### src/rtl/fuse_pkg.sv
package fuse_pkg;

  localparam int INSN_W    = 32;
  localparam int REG_W     = 5;
  localparam int IMM_W     = 12;
  localparam int NUM_KINDS = 13;
  localparam int KIND_W    = $clog2(NUM_KINDS + 1);
  localparam int NUM_SLOTS = 2;

  // Kind codes; a lower code wins when several patterns match.
  localparam int K_ZEXT16   = 1;
  localparam int K_SEXT16   = 2;
  localparam int K_SHL_ADD  = 3;
  localparam int K_ZEXTW_SH = 4;
  localparam int K_BYTE1    = 5;
  localparam int K_SHR_ADD  = 6;
  localparam int K_ADD_ODD  = 7;
  localparam int K_MUL7     = 8;
  localparam int K_BYTE_REP = 9;
  localparam int K_ADDW_MSK = 10;
  localparam int K_ADDW_EXT = 11;
  localparam int K_LOG_LSB  = 12;
  localparam int K_LOG_H16  = 13;

  typedef enum logic [4:0] {
    OP_NONE, OP_SLLIW, OP_SRLIW, OP_SRAIW, OP_SLLI, OP_SRLI,
    OP_ADD, OP_ADDW, OP_AND, OP_OR, OP_XOR, OP_ANDI, OP_ORI,
    OP_XORI, OP_ORCB, OP_MULW, OP_ZEXTH, OP_SEXTH
  } op_e;

  typedef struct packed {
    op_e              op;
    logic [REG_W-1:0] rd;
    logic [REG_W-1:0] rs1;
    logic [REG_W-1:0] rs2;
    logic [IMM_W-1:0] imm;     // shift amount (zero-extended) or I-immediate
    logic             reads_b; // register-register form
  } insn_t;

  function automatic insn_t decode_word(logic [INSN_W-1:0] w);
    insn_t d;
    logic [6:0]  opc;
    logic [2:0]  f3;
    logic [6:0]  f7;
    logic [11:0] i12;
    opc = w[6:0];
    f3  = w[14:12];
    f7  = w[31:25];
    i12 = w[31:20];
    d.op      = OP_NONE;
    d.rd      = w[11:7];
    d.rs1     = w[19:15];
    d.rs2     = w[24:20];
    d.imm     = i12;
    d.reads_b = 1'b0;
    case (opc)
      7'h13: begin
        case (f3)
          3'b001: begin
            if (w[31:26] == 6'h00) begin
              d.op  = OP_SLLI;
              d.imm = {6'h00, w[25:20]};
            end else if (i12 == 12'h605) d.op = OP_SEXTH;
          end
          3'b101: begin
            if (w[31:26] == 6'h00) begin
              d.op  = OP_SRLI;
              d.imm = {6'h00, w[25:20]};
            end else if (i12 == 12'h287) d.op = OP_ORCB;
          end
          3'b111:  d.op = OP_ANDI;
          3'b110:  d.op = OP_ORI;
          3'b100:  d.op = OP_XORI;
          default: d.op = OP_NONE;
        endcase
      end
      7'h1B: begin
        d.imm = {7'h00, w[24:20]};
        if (f3 == 3'b001 && f7 == 7'h00)      d.op = OP_SLLIW;
        else if (f3 == 3'b101 && f7 == 7'h00) d.op = OP_SRLIW;
        else if (f3 == 3'b101 && f7 == 7'h20) d.op = OP_SRAIW;
      end
      7'h33: begin
        if (f7 == 7'h00) begin
          d.reads_b = 1'b1;
          case (f3)
            3'b000:  d.op = OP_ADD;
            3'b111:  d.op = OP_AND;
            3'b110:  d.op = OP_OR;
            3'b100:  d.op = OP_XOR;
            default: begin
              d.op      = OP_NONE;
              d.reads_b = 1'b0;
            end
          endcase
        end
      end
      7'h3B: begin
        if (f3 == 3'b000 && f7 == 7'h00) begin
          d.op      = OP_ADDW;
          d.reads_b = 1'b1;
        end else if (f3 == 3'b000 && f7 == 7'h01) begin
          d.op      = OP_MULW;
          d.reads_b = 1'b1;
        end else if (f3 == 3'b100 && f7 == 7'h04 && w[24:20] == 5'd0) begin
          d.op = OP_ZEXTH;
        end
      end
      default: d.op = OP_NONE;
    endcase
    return d;
  endfunction

  function automatic logic is_commutable(op_e op);
    return (op == OP_ADD) || (op == OP_ADDW) || (op == OP_OR) || (op == OP_MULW);
  endfunction

  function automatic logic is_logic_op(op_e op);
    return (op == OP_AND) || (op == OP_OR) || (op == OP_XOR) || (op == OP_ANDI) ||
           (op == OP_ORI) || (op == OP_XORI) || (op == OP_ORCB);
  endfunction

  function automatic logic imm_is(logic [IMM_W-1:0] imm, int v);
    return imm == IMM_W'(v);
  endfunction

endpackage

### src/rtl/fuse_slot_dec.sv
module fuse_slot_dec
  import fuse_pkg::*;
(
  input  logic [INSN_W-1:0] word_i,
  output insn_t             dec_o
);
  always_comb dec_o = decode_word(word_i);
endmodule

### src/rtl/fuse_pair_match.sv
module fuse_pair_match
  import fuse_pkg::*;
(
  input  insn_t                prod_i,
  input  insn_t                cons_i,
  output logic [NUM_KINDS-1:0] pat_vec_o,
  output logic                 link_ok_o,
  output logic [NUM_KINDS-1:0] match_vec_o,
  output logic [REG_W-1:0]     src_b_o
);
  logic same_rd, hit1, hit2, comm;
  logic [NUM_KINDS-1:0] pat;

  always_comb begin
    same_rd   = (cons_i.rd == prod_i.rd) && (prod_i.rd != '0);
    hit1      = (cons_i.rs1 == prod_i.rd);
    hit2      = (cons_i.rs2 == prod_i.rd);
    comm      = is_commutable(cons_i.op);
    link_ok_o = same_rd && (comm ? (hit1 ^ hit2) : hit1);
  end

  always_comb begin
    pat = '0;
    pat[K_ZEXT16-1]   = prod_i.op == OP_SLLIW && imm_is(prod_i.imm, 16) &&
                        cons_i.op == OP_SRLIW && imm_is(cons_i.imm, 16);
    pat[K_SEXT16-1]   = prod_i.op == OP_SLLIW && imm_is(prod_i.imm, 16) &&
                        cons_i.op == OP_SRAIW && imm_is(cons_i.imm, 16);
    pat[K_SHL_ADD-1]  = prod_i.op == OP_SLLI && prod_i.imm >= IMM_W'(1) &&
                        prod_i.imm <= IMM_W'(4) && cons_i.op == OP_ADD;
    pat[K_ZEXTW_SH-1] = prod_i.op == OP_SLLI && imm_is(prod_i.imm, 32) &&
                        cons_i.op == OP_SRLI && cons_i.imm >= IMM_W'(29) &&
                        cons_i.imm <= IMM_W'(31);
    pat[K_BYTE1-1]    = prod_i.op == OP_SRLI && imm_is(prod_i.imm, 8) &&
                        cons_i.op == OP_ANDI && imm_is(cons_i.imm, 255);
    pat[K_SHR_ADD-1]  = prod_i.op == OP_SRLI && prod_i.imm >= IMM_W'(29) &&
                        prod_i.imm <= IMM_W'(32) && cons_i.op == OP_ADD;
    pat[K_ADD_ODD-1]  = prod_i.op == OP_ANDI && imm_is(prod_i.imm, 1) &&
                        (cons_i.op == OP_ADD || cons_i.op == OP_ADDW);
    pat[K_MUL7-1]     = prod_i.op == OP_ANDI && imm_is(prod_i.imm, 127) &&
                        cons_i.op == OP_MULW;
    pat[K_BYTE_REP-1] = prod_i.op == OP_ANDI && prod_i.imm == 12'hF00 &&
                        cons_i.op == OP_OR;
    pat[K_ADDW_MSK-1] = prod_i.op == OP_ADDW && cons_i.op == OP_ANDI &&
                        (imm_is(cons_i.imm, 1) || imm_is(cons_i.imm, 255));
    pat[K_ADDW_EXT-1] = prod_i.op == OP_ADDW &&
                        (cons_i.op == OP_ZEXTH || cons_i.op == OP_SEXTH);
    pat[K_LOG_LSB-1]  = is_logic_op(prod_i.op) && cons_i.op == OP_ANDI &&
                        imm_is(cons_i.imm, 1);
    pat[K_LOG_H16-1]  = is_logic_op(prod_i.op) && cons_i.op == OP_ZEXTH;
  end

  assign pat_vec_o   = pat;
  assign match_vec_o = link_ok_o ? pat : '0;

  always_comb begin
    if (comm)                src_b_o = hit1 ? cons_i.rs2 : cons_i.rs1;
    else if (prod_i.reads_b) src_b_o = prod_i.rs2;
    else                     src_b_o = '0;
  end
endmodule

### src/rtl/fuse_kind_enc.sv
module fuse_kind_enc
  import fuse_pkg::*;
(
  input  logic [NUM_KINDS-1:0] match_vec_i,
  output logic [KIND_W-1:0]    kind_o
);
  always_comb begin
    kind_o = '0;
    for (int k = NUM_KINDS - 1; k >= 0; k--) begin
      if (match_vec_i[k]) kind_o = KIND_W'(k + 1);
    end
  end
endmodule

### src/rtl/fuse_pair_det.sv
module fuse_pair_det
  import fuse_pkg::*;
(
  input  logic              clk,
  input  logic              rst_n,
  input  logic [INSN_W-1:0] insn0_i,
  input  logic              vld0_i,
  input  logic [INSN_W-1:0] insn1_i,
  input  logic              vld1_i,
  output logic              fuse_o,
  output logic [KIND_W-1:0] kind_o,
  output logic [REG_W-1:0]  rd_o,
  output logic [REG_W-1:0]  src_a_o,
  output logic [REG_W-1:0]  src_b_o
);
  logic [INSN_W-1:0] words [NUM_SLOTS];
  insn_t             dec   [NUM_SLOTS];

  assign words[0] = insn0_i;
  assign words[1] = insn1_i;

  for (genvar g = 0; g < NUM_SLOTS; g++) begin : g_slot
    fuse_slot_dec u_dec (.word_i(words[g]), .dec_o(dec[g]));
  end

  logic [NUM_KINDS-1:0] pat_vec, match_vec;
  logic                 link_ok;
  logic [REG_W-1:0]     src_b_c;
  logic [KIND_W-1:0]    kind_c;

  fuse_pair_match u_match (
    .prod_i      (dec[0]),
    .cons_i      (dec[1]),
    .pat_vec_o   (pat_vec),
    .link_ok_o   (link_ok),
    .match_vec_o (match_vec),
    .src_b_o     (src_b_c)
  );

  fuse_kind_enc u_enc (.match_vec_i(match_vec), .kind_o(kind_c));

  // Named events for the checker.
  logic              pair_vld;
  logic              fuse_nxt;
  logic [KIND_W-1:0] kind_nxt;

  assign pair_vld = vld0_i && vld1_i;
  assign kind_nxt = pair_vld ? kind_c : '0;
  assign fuse_nxt = kind_nxt != '0;

  always_ff @(posedge clk or negedge rst_n) begin
    if (!rst_n) begin
      fuse_o  <= 1'b0;
      kind_o  <= '0;
      rd_o    <= '0;
      src_a_o <= '0;
      src_b_o <= '0;
    end else begin
      fuse_o  <= fuse_nxt;
      kind_o  <= kind_nxt;
      rd_o    <= fuse_nxt ? dec[0].rd  : '0;
      src_a_o <= fuse_nxt ? dec[0].rs1 : '0;
      src_b_o <= fuse_nxt ? src_b_c    : '0;
    end
  end
endmodule

### config.mk
export PLATFORM = sky130hd
export DESIGN_NAME = fuse_pair_det
export DESIGN_NICKNAME = d
export VERILOG_FILES = /design/src/rtl/fuse_pkg.sv /design/src/rtl/fuse_slot_dec.sv /design/src/rtl/fuse_pair_match.sv /design/src/rtl/fuse_kind_enc.sv /design/src/rtl/fuse_pair_det.sv
export SDC_FILE = /design/constraint.sdc
export NUM_CORES = 1
export LEC_CHECK = 0
export BUFFER_PORTS_ARGS = -buffer_cell sky130_fd_sc_hd__buf_4
export CORE_MARGIN = 4
export CORE_UTILIZATION = 30
export CTS_BUF_LIST = sky130_fd_sc_hd__clkbuf_4
export CTS_CLUSTER_DIAMETER = 40
export CTS_CLUSTER_SIZE = 14
export DETAILED_ROUTE_END_ITERATION = 16
export HOLD_SLACK_MARGIN = 0.03
export SYNTH_ARGS = -nofsm -noshare
export SYNTH_HDL_FRONTEND = slang
export SYNTH_SLANG_ARGS = --single-unit
### constraint.sdc
create_clock -name clk -period 1.3 [get_ports clk]
set_clock_uncertainty 0.15 [all_clocks]
set_input_delay 0.13 -clock clk [delete_from_list [all_inputs] [get_ports clk]]
set_output_delay 0.13 -clock clk [all_outputs]
set_load 0.01 [all_outputs]
Word level (Yosys, flattened, before mapping)
Cells that the tools add are included.
Widths: inputs -> output; s select.
{"block": "word_totals", "regBits": 20, "input_bits": 68, "out_inout_bits": 20, "wordCells": 205}
{"block": "op_classes", "order_cmp": 6, "eq_ne": 61, "n_mux": 61, "bitwise_logic": 1, "n_reduce_logical": 71}
{"op": "$mux 5", "count": 22}
{"op": "$mux 4", "count": 18}
{"op": "$eq 5x4->1 const B", "count": 10}
{"op": "$pmux 5 s5", "count": 2}
{"op": "$mux 12", "count": 4}
{"op": "$pmux 12 s2", "count": 2}
{"op": "$logic_and 1x1->1", "count": 47}
{"op": "$eq 7x6->1 const B", "count": 6}
{"op": "$pmux 5 s4", "count": 2}
{"op": "$pmux 4 s4", "count": 2}
{"op": "$eq 5x3->1 const B", "count": 6}
{"op": "$eq 7x5->1 const B", "count": 4}
{"op": "$eq 12x1->1 const B", "count": 2}
{"op": "$eq 12x10->1 const B", "count": 2}
{"op": "$eq 12x11->1 const B", "count": 2}
{"op": "$eq 12x5->1 const B", "count": 2}
{"op": "$eq 3x3->1 const B", "count": 8}
{"op": "$ge 12x5->1 const B", "count": 2}
{"op": "$eq 5x5->1", "count": 3}
{"op": "$eq 7x1->1 const B", "count": 2}
{"op": "$eq 7x3->1 const B", "count": 2}
{"op": "$logic_not 7->1", "count": 2}
{"op": "$mux 13", "count": 1}
{"op": "$eq 12x12->1 const B", "count": 1}
{"op": "24 further kinds", "count": 46}

Logic depth before layout (Yosys ltp)
Gate-level depths: netlist of the first run.
{"block": "depth", "word_depth": 33, "mapped_depth": 12, "ltp_nobuf": 10}

Cells and area by module
From an unflattened synthesis of the first run, not the netlist that was laid out.
{"block": "hier_totals", "cells_unflattened": 377, "hier_area_um2": 2897.8}
{"module": "fuse_pair_match", "n_inst": 1, "cells_each": 134, "area_each_um2": 877.1, "seq_area_each_um2": 0.0}
{"module": "fuse_pair_det", "n_inst": 1, "cells_each": 44, "area_each_um2": 666.9, "seq_area_each_um2": 500.5}
{"module": "fuse_slot_dec at g_slot[0].u_dec", "n_inst": 1, "cells_each": 90, "area_each_um2": 610.6, "seq_area_each_um2": 0.0}
{"module": "fuse_slot_dec at g_slot[1].u_dec", "n_inst": 1, "cells_each": 86, "area_each_um2": 594.3, "seq_area_each_um2": 0.0}
{"module": "fuse_kind_enc", "n_inst": 1, "cells_each": 23, "area_each_um2": 148.9, "seq_area_each_um2": 0.0}

Worst setup path after synthesis of the first run
OpenSTA, ideal clock, no wires.
{"block": "synth_path", "kind": "input to register", "start": "input insn0_i[29]", "end": "register rd_o[0]", "t_arrival_ns": 2.594, "t_required_ns": 1.033, "setup_slack_ns": -1.560, "path_stages": 11, "n_path_buf": 1, "cell_sequence": "or4_4 -> or4_4 -> nand2_2 -> a32o_4 -> a2111o_2 -> o311a_1 -> nand4_1 -> a311oi_4 -> inv_2 -> buf_6 -> and2_4"}
{"block": "synth_via", "elab_chain_len": 32, "word_cells_on_any_way": 104, "cone_classes": "order compare (4); eq/ne (22); mux (32); reduce/logical (46)"}
{"item": "start, declared", "line": "fuse_pair_det.sv:6", "rtl": "input logic [INSN_W-1:0] insn0_i,"}
{"item": "branches (longest 15 deep; another with $eq 12x11->1)"}
{"item": "$mux 13 (*)", "line": "fuse_pair_match.sv:53", "rtl": "assign match_vec_o = link_ok_o ? pat : '0;"}
{"item": "$mux 4 or $mux 13 (tied branches)", "line": "fuse_kind_enc.sv:10, fuse_pair_match.sv:53"}
{"item": "$mux 4 (11 in series)", "line": "fuse_kind_enc.sv:10", "rtl": "if (match_vec_i[k]) kind_o = KIND_W'(k + 1);"}
{"item": "$mux 4 (*)", "line": "fuse_kind_enc.sv:10"}
{"item": "$mux 4 (*)", "line": "fuse_pair_det.sv:48", "rtl": "assign kind_nxt = pair_vld ? kind_c : '0;"}
{"item": "$reduce_bool 4->1 (*)", "line": "fuse_pair_det.sv:49", "rtl": "assign fuse_nxt = kind_nxt != '0;"}
{"item": "named net fuse_nxt", "line": "fuse_pair_det.sv:44", "rtl": "logic fuse_nxt;"}
{"item": "$mux 5 (*)", "line": "fuse_pair_det.sv:61", "rtl": "rd_o <= fuse_nxt ? dec[0].rd : '0;"}
{"item": "end signal, assigned", "line": "fuse_pair_det.sv:61"}
{"item": "end, declared", "line": "fuse_pair_det.sv:12", "rtl": "output logic [REG_W-1:0] rd_o,"}
Mark *: on every way through the listed nets, which the timed path passes.

Final worst setup path of the first run
{"block": "layout_path", "start": "input insn0_i[29]", "end": "register src_a_o[1]"}
{"block": "layout_via", "elab_chain_len": 32, "word_cells_on_any_way": 104, "cone_classes": "order compare (4); eq/ne (22); mux (32); reduce/logical (46)"}
{"item": "branches (longest 15 deep; another with $eq 12x11->1)"}
{"item": "$mux 13 (*)", "line": "fuse_pair_match.sv:53"}
{"item": "$mux 4 or $mux 13 (tied branches)", "line": "fuse_kind_enc.sv:10, fuse_pair_match.sv:53"}
{"item": "$mux 4 (11 in series)", "line": "fuse_kind_enc.sv:10"}
{"item": "$mux 4 (*)", "line": "fuse_kind_enc.sv:10"}
{"item": "$mux 4 (*)", "line": "fuse_pair_det.sv:48"}
{"item": "named net kind_nxt[0]", "line": "fuse_pair_det.sv:45", "rtl": "logic [KIND_W-1:0] kind_nxt;"}
{"item": "$reduce_bool 4->1 (*)", "line": "fuse_pair_det.sv:49"}
{"item": "$mux 5 (*)", "line": "fuse_pair_det.sv:62", "rtl": "src_a_o <= fuse_nxt ? dec[0].rs1 : '0;"}
{"item": "end signal, assigned", "line": "fuse_pair_det.sv:62"}
{"item": "end, declared", "line": "fuse_pair_det.sv:13", "rtl": "output logic [REG_W-1:0] src_a_o,"}
Marked as above.

==> flow_summary.ini, run 1 <==
[die]
start_util_pct = 31.5
num_rows = 31
die_y_um = 96.3
core_area_um2 = 7410
fp.dieW_um = 96.3
io_pins = 88
fp.dieArea_um2 = 9270

[clock_tree]
cts_tree = yes
numCtsBuffers = 3
cts_max_level = 1
clock-sinks = 20
cts-root-buf = clkbuf_4
clk_pin_slew_worst_paths_ps = 90
cts_buffer_depth = 2

[critical_path]
cp.buffers_inverters = 3
critPathKind = input port to flip-flop
cp.depth = 12
crit_start = insn0_i[29]
worstSetupEndpointType = flip-flop
cpPeakStageDelay_ps = 530
worstPathArrival_ps = 2750
cp_max_fo = 11
crit_path_top_delay_cell = or4_4
worstPathRequired_ps = 1350
crit_chain = buf_6 -> or4_4 -> or4_4 -> nand2_2 -> a32o_4 -> buf_6 -> nor4b_2 -> nand2b_1 -> a41oi_4 -> a311oi_4 -> inv_2 -> and2_4
cp-start-kind = input port
crit_end = src_a_o[1]$_DFF_PN0_
crit_family = simple AND/OR/NAND/NOR gates

[global_routing]
antenna_found_initial = 0
first_global_vias = 3073
gr-total-overflow = 0
grtUsageTotal_pct = 19.1
grt_pass1_wl_um = 14300
grt_max_degree = 21

[pwr]
power.leakage_nw = 1.91
peakVddDrop_mv = 0.234
powerDensity_nw_per_um2 = 362

[finish]
regArea_um2 = 500
antenna_cells = 0
final_area_um2 = 4420
fill_cells = 662
drive_above_1_share_pct = 54.9
multi_input_area_um2 = 2040
area_growth_pct = 88.9
utilization_pct = 59.6
final_nets = 568

[synthesis]
avgSynthCellArea_um2 = 8.12
synth_flop_cell = dfrtp_1
synth_top_area_share_pct = 21.4
syn_area_um2 = 2340
ys_top_cells_by_area = dfrtp_1 21%, nor2_1 4.8%, nand4_1 4.3%, nor3_1 3.4%, and2_4 3.4%
synthDistinctLibCells = 67
synthArstFlopShare_pct = 100
synth_edf_count = 0
synth_warnings = 0
synth.largest_area_cell = dfrtp_1
seq_area_frac_synth_pct = 21.4
synth_cells = 288
synth_seq_cells = 20
syn_nets = 356

[routing]
routed_wirelength_um = 8910
viasPerCell = 5.21
vias = 3114
detail-route-antenna-nets = 0
wl_per_cell_um = 14.9
drt_pass1_iterations = 4
drc = 0
first_iter_violations = 161

[status]
status = finished, violations left
violations = setup timing

[sta]
hold_viol = 0
worst_hold_slack_ps = 53.3
rsz0062_at_grt = yes
drv_slew = 0
worst_slew_pin_slew_ps = 429
post-route-period-util_pct = 208
clock.fmax_mhz = 369
slew_headroom_pct = 70.6
layout_min_cycle_time_ps = 2710
setup_viol = 20
setup_ws_ps = -1410

[job]
maxCapViolations = 0

[place]
dp_hpwl_um = 7300
dpl_cell_area_um2 = 3960
place.port_buffers = 87
gp_congestion = 0.955

[hold_path]
hold_path_class = input port to flip-flop
[stage by stage]
stage	setup WS, ps	std cells	TNS (ps)	total power, mW
2_1_floorplan	-1520	288	-26700	0.825
3_3_place_gp	-1670	576	-31710	1.27
3_5_place_dp	-1780	576	-33210	1.28
4_1_cts	-1380	594	-25740	1.59
5_1_grt	-1490	598	-27700	1.71
6_report	-1410	598	-26240	1.60
[power breakdown]
part / total [mW] / leakage, nW / internal, mW / switching [mW]
logic: 0.699 / 1.62 / 0.396 / 0.303
clock network: 0.278 / 0.0154 / 0.112 / 0.166
registers: 0.622 / 0.280 / 0.622 / 0.0000000000000832
total: 1.60 / 1.91 / 1.13 / 0.469
[synth_stat cells, drive strengths merged, types with 3 or more instances]
cell / count
xnor2: 8
a21oi: 6
nand2: 19
o21ai: 7
inv: 3
nor3b: 3
nand2b: 5
clkbuf: 7
and4b: 3
and4: 3
a31oi: 9
xor2: 9
nand4: 16
nor3: 17
dfrtp: 20
nand4b: 4
mux2i: 6
a32oi: 3
nand3: 11
and3: 4
or3: 6
and2: 14
nor4b: 6
buf: 4
or4: 4
a41oi: 4
a2111oi: 3
nor4bb: 6
nor4: 12
nor2: 31
nor2b: 6
[worst min-delay path by stage]
stage,startpoint,end,slack (ps),depth (start not counted)
floorplan,rst_n,fuse_o$_DFF_PN0_,-320,0
global placement,rst_n,src_b_o[1]$_DFF_PN0_,-140,1
detailed placement,rst_n,src_b_o[0]$_DFF_PN0_,-140,1
CTS,insn0_i[7],rd_o[0]$_DFF_PN0_,50,3
global route,insn0_i[8],rd_o[1]$_DFF_PN0_,30,3
finish,insn0_i[8],rd_o[1]$_DFF_PN0_,50,3
[per-layer routing]
layer / GRT usage (%) / wire, µm
met2: 33.4 / 4210
met3: 1.49 / 547
met1: 25.6 / 4080
met5: 0 / 0
met4: 3.79 / 74
[sequential cells by signal (all words and copies together), names as in the netlist]
name	count
rd_o	5
fuse_o	1
src_a_o	5
src_b_o	5
kind_o	4
[placed cells by master, fill, tap and decap left out, types with 5 or more instances in the layout]
master / instances
nor3_1: 12
mux2i_1: 6
nand2b_1: 5
xnor2_1: 8
nor2b_1: 6
buf_4: 199
dlygate4sd3_1: 9
o21ai_0: 5
nor4bb_1: 5
nor2_1: 23
and2_4: 9
dfrtp_1: 20
buf_6: 7
or3_1: 5
nor4_1: 5
nand2_1: 15
and2_1: 5
nand3_1: 11
nand4_1: 16
xor2_1: 9
nor2_4: 5
a31oi_1: 9
[area by class of cell]
type | instances | area share (%)
Multi-Input combinational cell | 254 | 46.1
Timing Repair Buffer | 218 | 38.9
Sequential cell | 20 | 11.3
Tap cell | 99 | 2.81
Clock buffer | 3 | 0.510
Inverter | 3 | 0.255
Clock inverter | 1 | 0.0850
[cells by family after synthesis]
kind of cell / synth area share [%]
AND/OR/NAND/NOR: 48.1
AO/OA/AOI/OAI: 18.9
flip-flops: 21.4
XOR/XNOR: 6.37
buffers and inverters: 2.68
multiplexers: 2.57
[what timing repair did]
item / in CTS / in global routing
pin swaps: 10 / 5
endpoints found under the setup margin: 20 / 20
gates resized for setup: 46 / 12
hold buffers: 8 / 1
endpoints found under the hold margin: 27 / 1
setup buffers: 7 / 3
Note: power is estimated with default switching activity, not from simulation.
==> run 2, diff against run 1 <==
- SKIP_CTS_REPAIR_TIMING: default -> 1
==> run 2 against run 1 <==
  * The run still ends with setup timing left
  * Fmax is 0.14% lower
  * Non-clock buffer count fell by 6
  * Die area did not move
  * Worst hold slack barely moved
  * Count of clock-buffer cells in the layout did not move
  * Sequential power about the same
  * Design area is 1.3% lower
  * Flip-flop and latch count unchanged
  * Critical endpoint is now src_a_o[4]$_DFF_PN0_
  * Largest cell class unchanged
==> flow_summary.ini, run 2 (synthesized netlist as in run 1, its figures left out) <==
[hold_path]
hold_path_class = input port to flip-flop
hold_path.startpoint = insn0_i[8]
whs_endpoint = rd_o[1]$_DFF_PN0_
hold_path_depth = 3

[pwr]
switchingPower_mw = 0.463
clock_power_share_pct = 17.3
swShare_pct = 29.1
intPower_mw = 1.13
power.leakage_nw = 1.88
peakVddDrop_mv = 0.233
pwr-share-seq_pct = 39.1
combPwrFrac_pct = 43.5
powerDensity_nw_per_um2 = 364

[critical_path]
crit_chain = buf_6 -> or4_4 -> or4_4 -> nand2_2 -> a32o_4 -> nor4b_2 -> buf_4 -> nand2_1 -> a41oi_4 -> a311oi_4 -> inv_4 -> and2_4
cpPeakStageDelay_ps = 530
critPathKind = input port to flip-flop
crit_path_top_delay_cell = or4_4
cp-start-kind = input port
cpMostUsedCell = or4_4
worstPathArrival_ps = 2760
cp_max_fo = 11
worstSetupEndpointType = flip-flop
worstPathRequired_ps = 1340

[sta]
worst_hold_slack_ps = 53.6
setup_viol = 20
hold_viol = 0
drv_slew = 0
clock.fmax_mhz = 369
layout_min_cycle_time_ps = 2710
rsz0062_at_grt = yes
post-route-period-util_pct = 209
worst_slew_pin_slew_ps = 423
slew_headroom_pct = 71.1
setup_ws_ps = -1410

[global_routing]
grt_max_degree = 21
gr-total-overflow = 0
grtUsageTotal_pct = 17.7
grt_pass1_wl_um = 13200
antenna_found_initial = 0
first_global_vias = 2845

[clock_tree]
cts-root-buf = clkbuf_4
numCtsBuffers = 3
cts_max_level = 1
cts_buffer_depth = 2
clock-sinks = 20
cts_tree = yes
clk_pin_slew_worst_paths_ps = 90

[finish]
area_growth_pct = 86.5
drive_above_1_share_pct = 54.6
top_regs = rd_o: 5 flops, src_a_o: 5 flops, src_b_o: 5 flops
final_common_cell = buf_4
antenna_cells = 0
utilization_pct = 58.8
fill_cells = 667
final_area_um2 = 4360
final_cell_mix = 198 x buf_4, 23 x nor2_1, 20 x dfrtp_1, 16 x nand4_1, 16 x nand2_1
layout.cells.non_filler = 592
final_nets = 562

[die]
num_rows = 31
core_area_um2 = 7410
die_y_um = 96.3
fp.dieArea_um2 = 9270
io_pins = 88
start_util_pct = 31.5
fp.dieW_um = 96.3

[place]
dp_hpwl_um = 7300
dpl_cell_area_um2 = 3960
dp_cells = 576
place.port_buffers = 87
gp_congestion = 0.955

[status]
violations = setup timing
status = finished, violations left

[job]
maxCapViolations = 0

[routing]
wl_per_cell_um = 15.0
detail-route-antenna-nets = 0
drt_pass1_iterations = 5
drc = 0
routed_wirelength_um = 8900
vias = 3099
first_iter_violations = 181
viasPerCell = 5.23
[run 2: changes by cell type in the layout (fill, tap and decap cells not counted), sizes merged]
cell / delta
buf: -6
[run 2: worst max-delay path by stage]
stage,startpoint,endpoint,slack [ps],cells past startpoint
2_1_floorplan,insn0_i[29],rd_o[0]$_DFF_PN0_,-1520,11
3_3_place_gp,insn0_i[29],rd_o[0]$_DFF_PN0_,-1670,11
3_5_place_dp,insn0_i[29],src_a_o[2]$_DFF_PN0_,-1780,12
4_1_cts,insn0_i[29],src_a_o[2]$_DFF_PN0_,-1470,12
5_1_grt,insn0_i[29],src_a_o[4]$_DFF_PN0_,-1480,11
6_report,insn0_i[29],src_a_o[4]$_DFF_PN0_,-1410,12
[run 2: power by group through the flow]
stage	combinational [mW]	sequential [mW]	clock, mW
finish	0.692	0.622	0.276
global route	0.748	0.622	0.332
CTS	0.650	0.622	0.284
detailed placement	0.647	0.634	0
global placement	0.639	0.634	0
floorplan	0.191	0.634	0
[run 2: per-layer routing]
metal,routed length [µm],track usage [%]
met2,4270,29.8
met5,0,0
met1,4070,24.7
met3,497,1.41
met4,66,3.08
[run 2: layout make-up]
type	instances	area [µm²]	share of cell area (%)
clock buffers	3	22.5	0.517
clock inverters	1	3.75	0.0861
inverters	3	13.8	0.316
multi-input cells	254	2040	46.9
flip-flops and latches	20	500	11.5
well taps	99	124	2.84
repair buffers	212	1650	37.9
[run 2: metrics by stage]
step | power, mW | setup WS (ps) | setup TNS (ps)
floorplan | 0.825 | -1520 | -26700
global placement | 1.27 | -1670 | -31710
detailed placement | 1.28 | -1780 | -33210
CTS | 1.56 | -1470 | -27140
global route | 1.70 | -1480 | -27580
finish | 1.59 | -1410 | -26290
[run 2: critical path: cells and delay by family]
kind	cells	cell delay, ps
compound gates	3	800
buf+inv	3	370
simple gates	6	1450
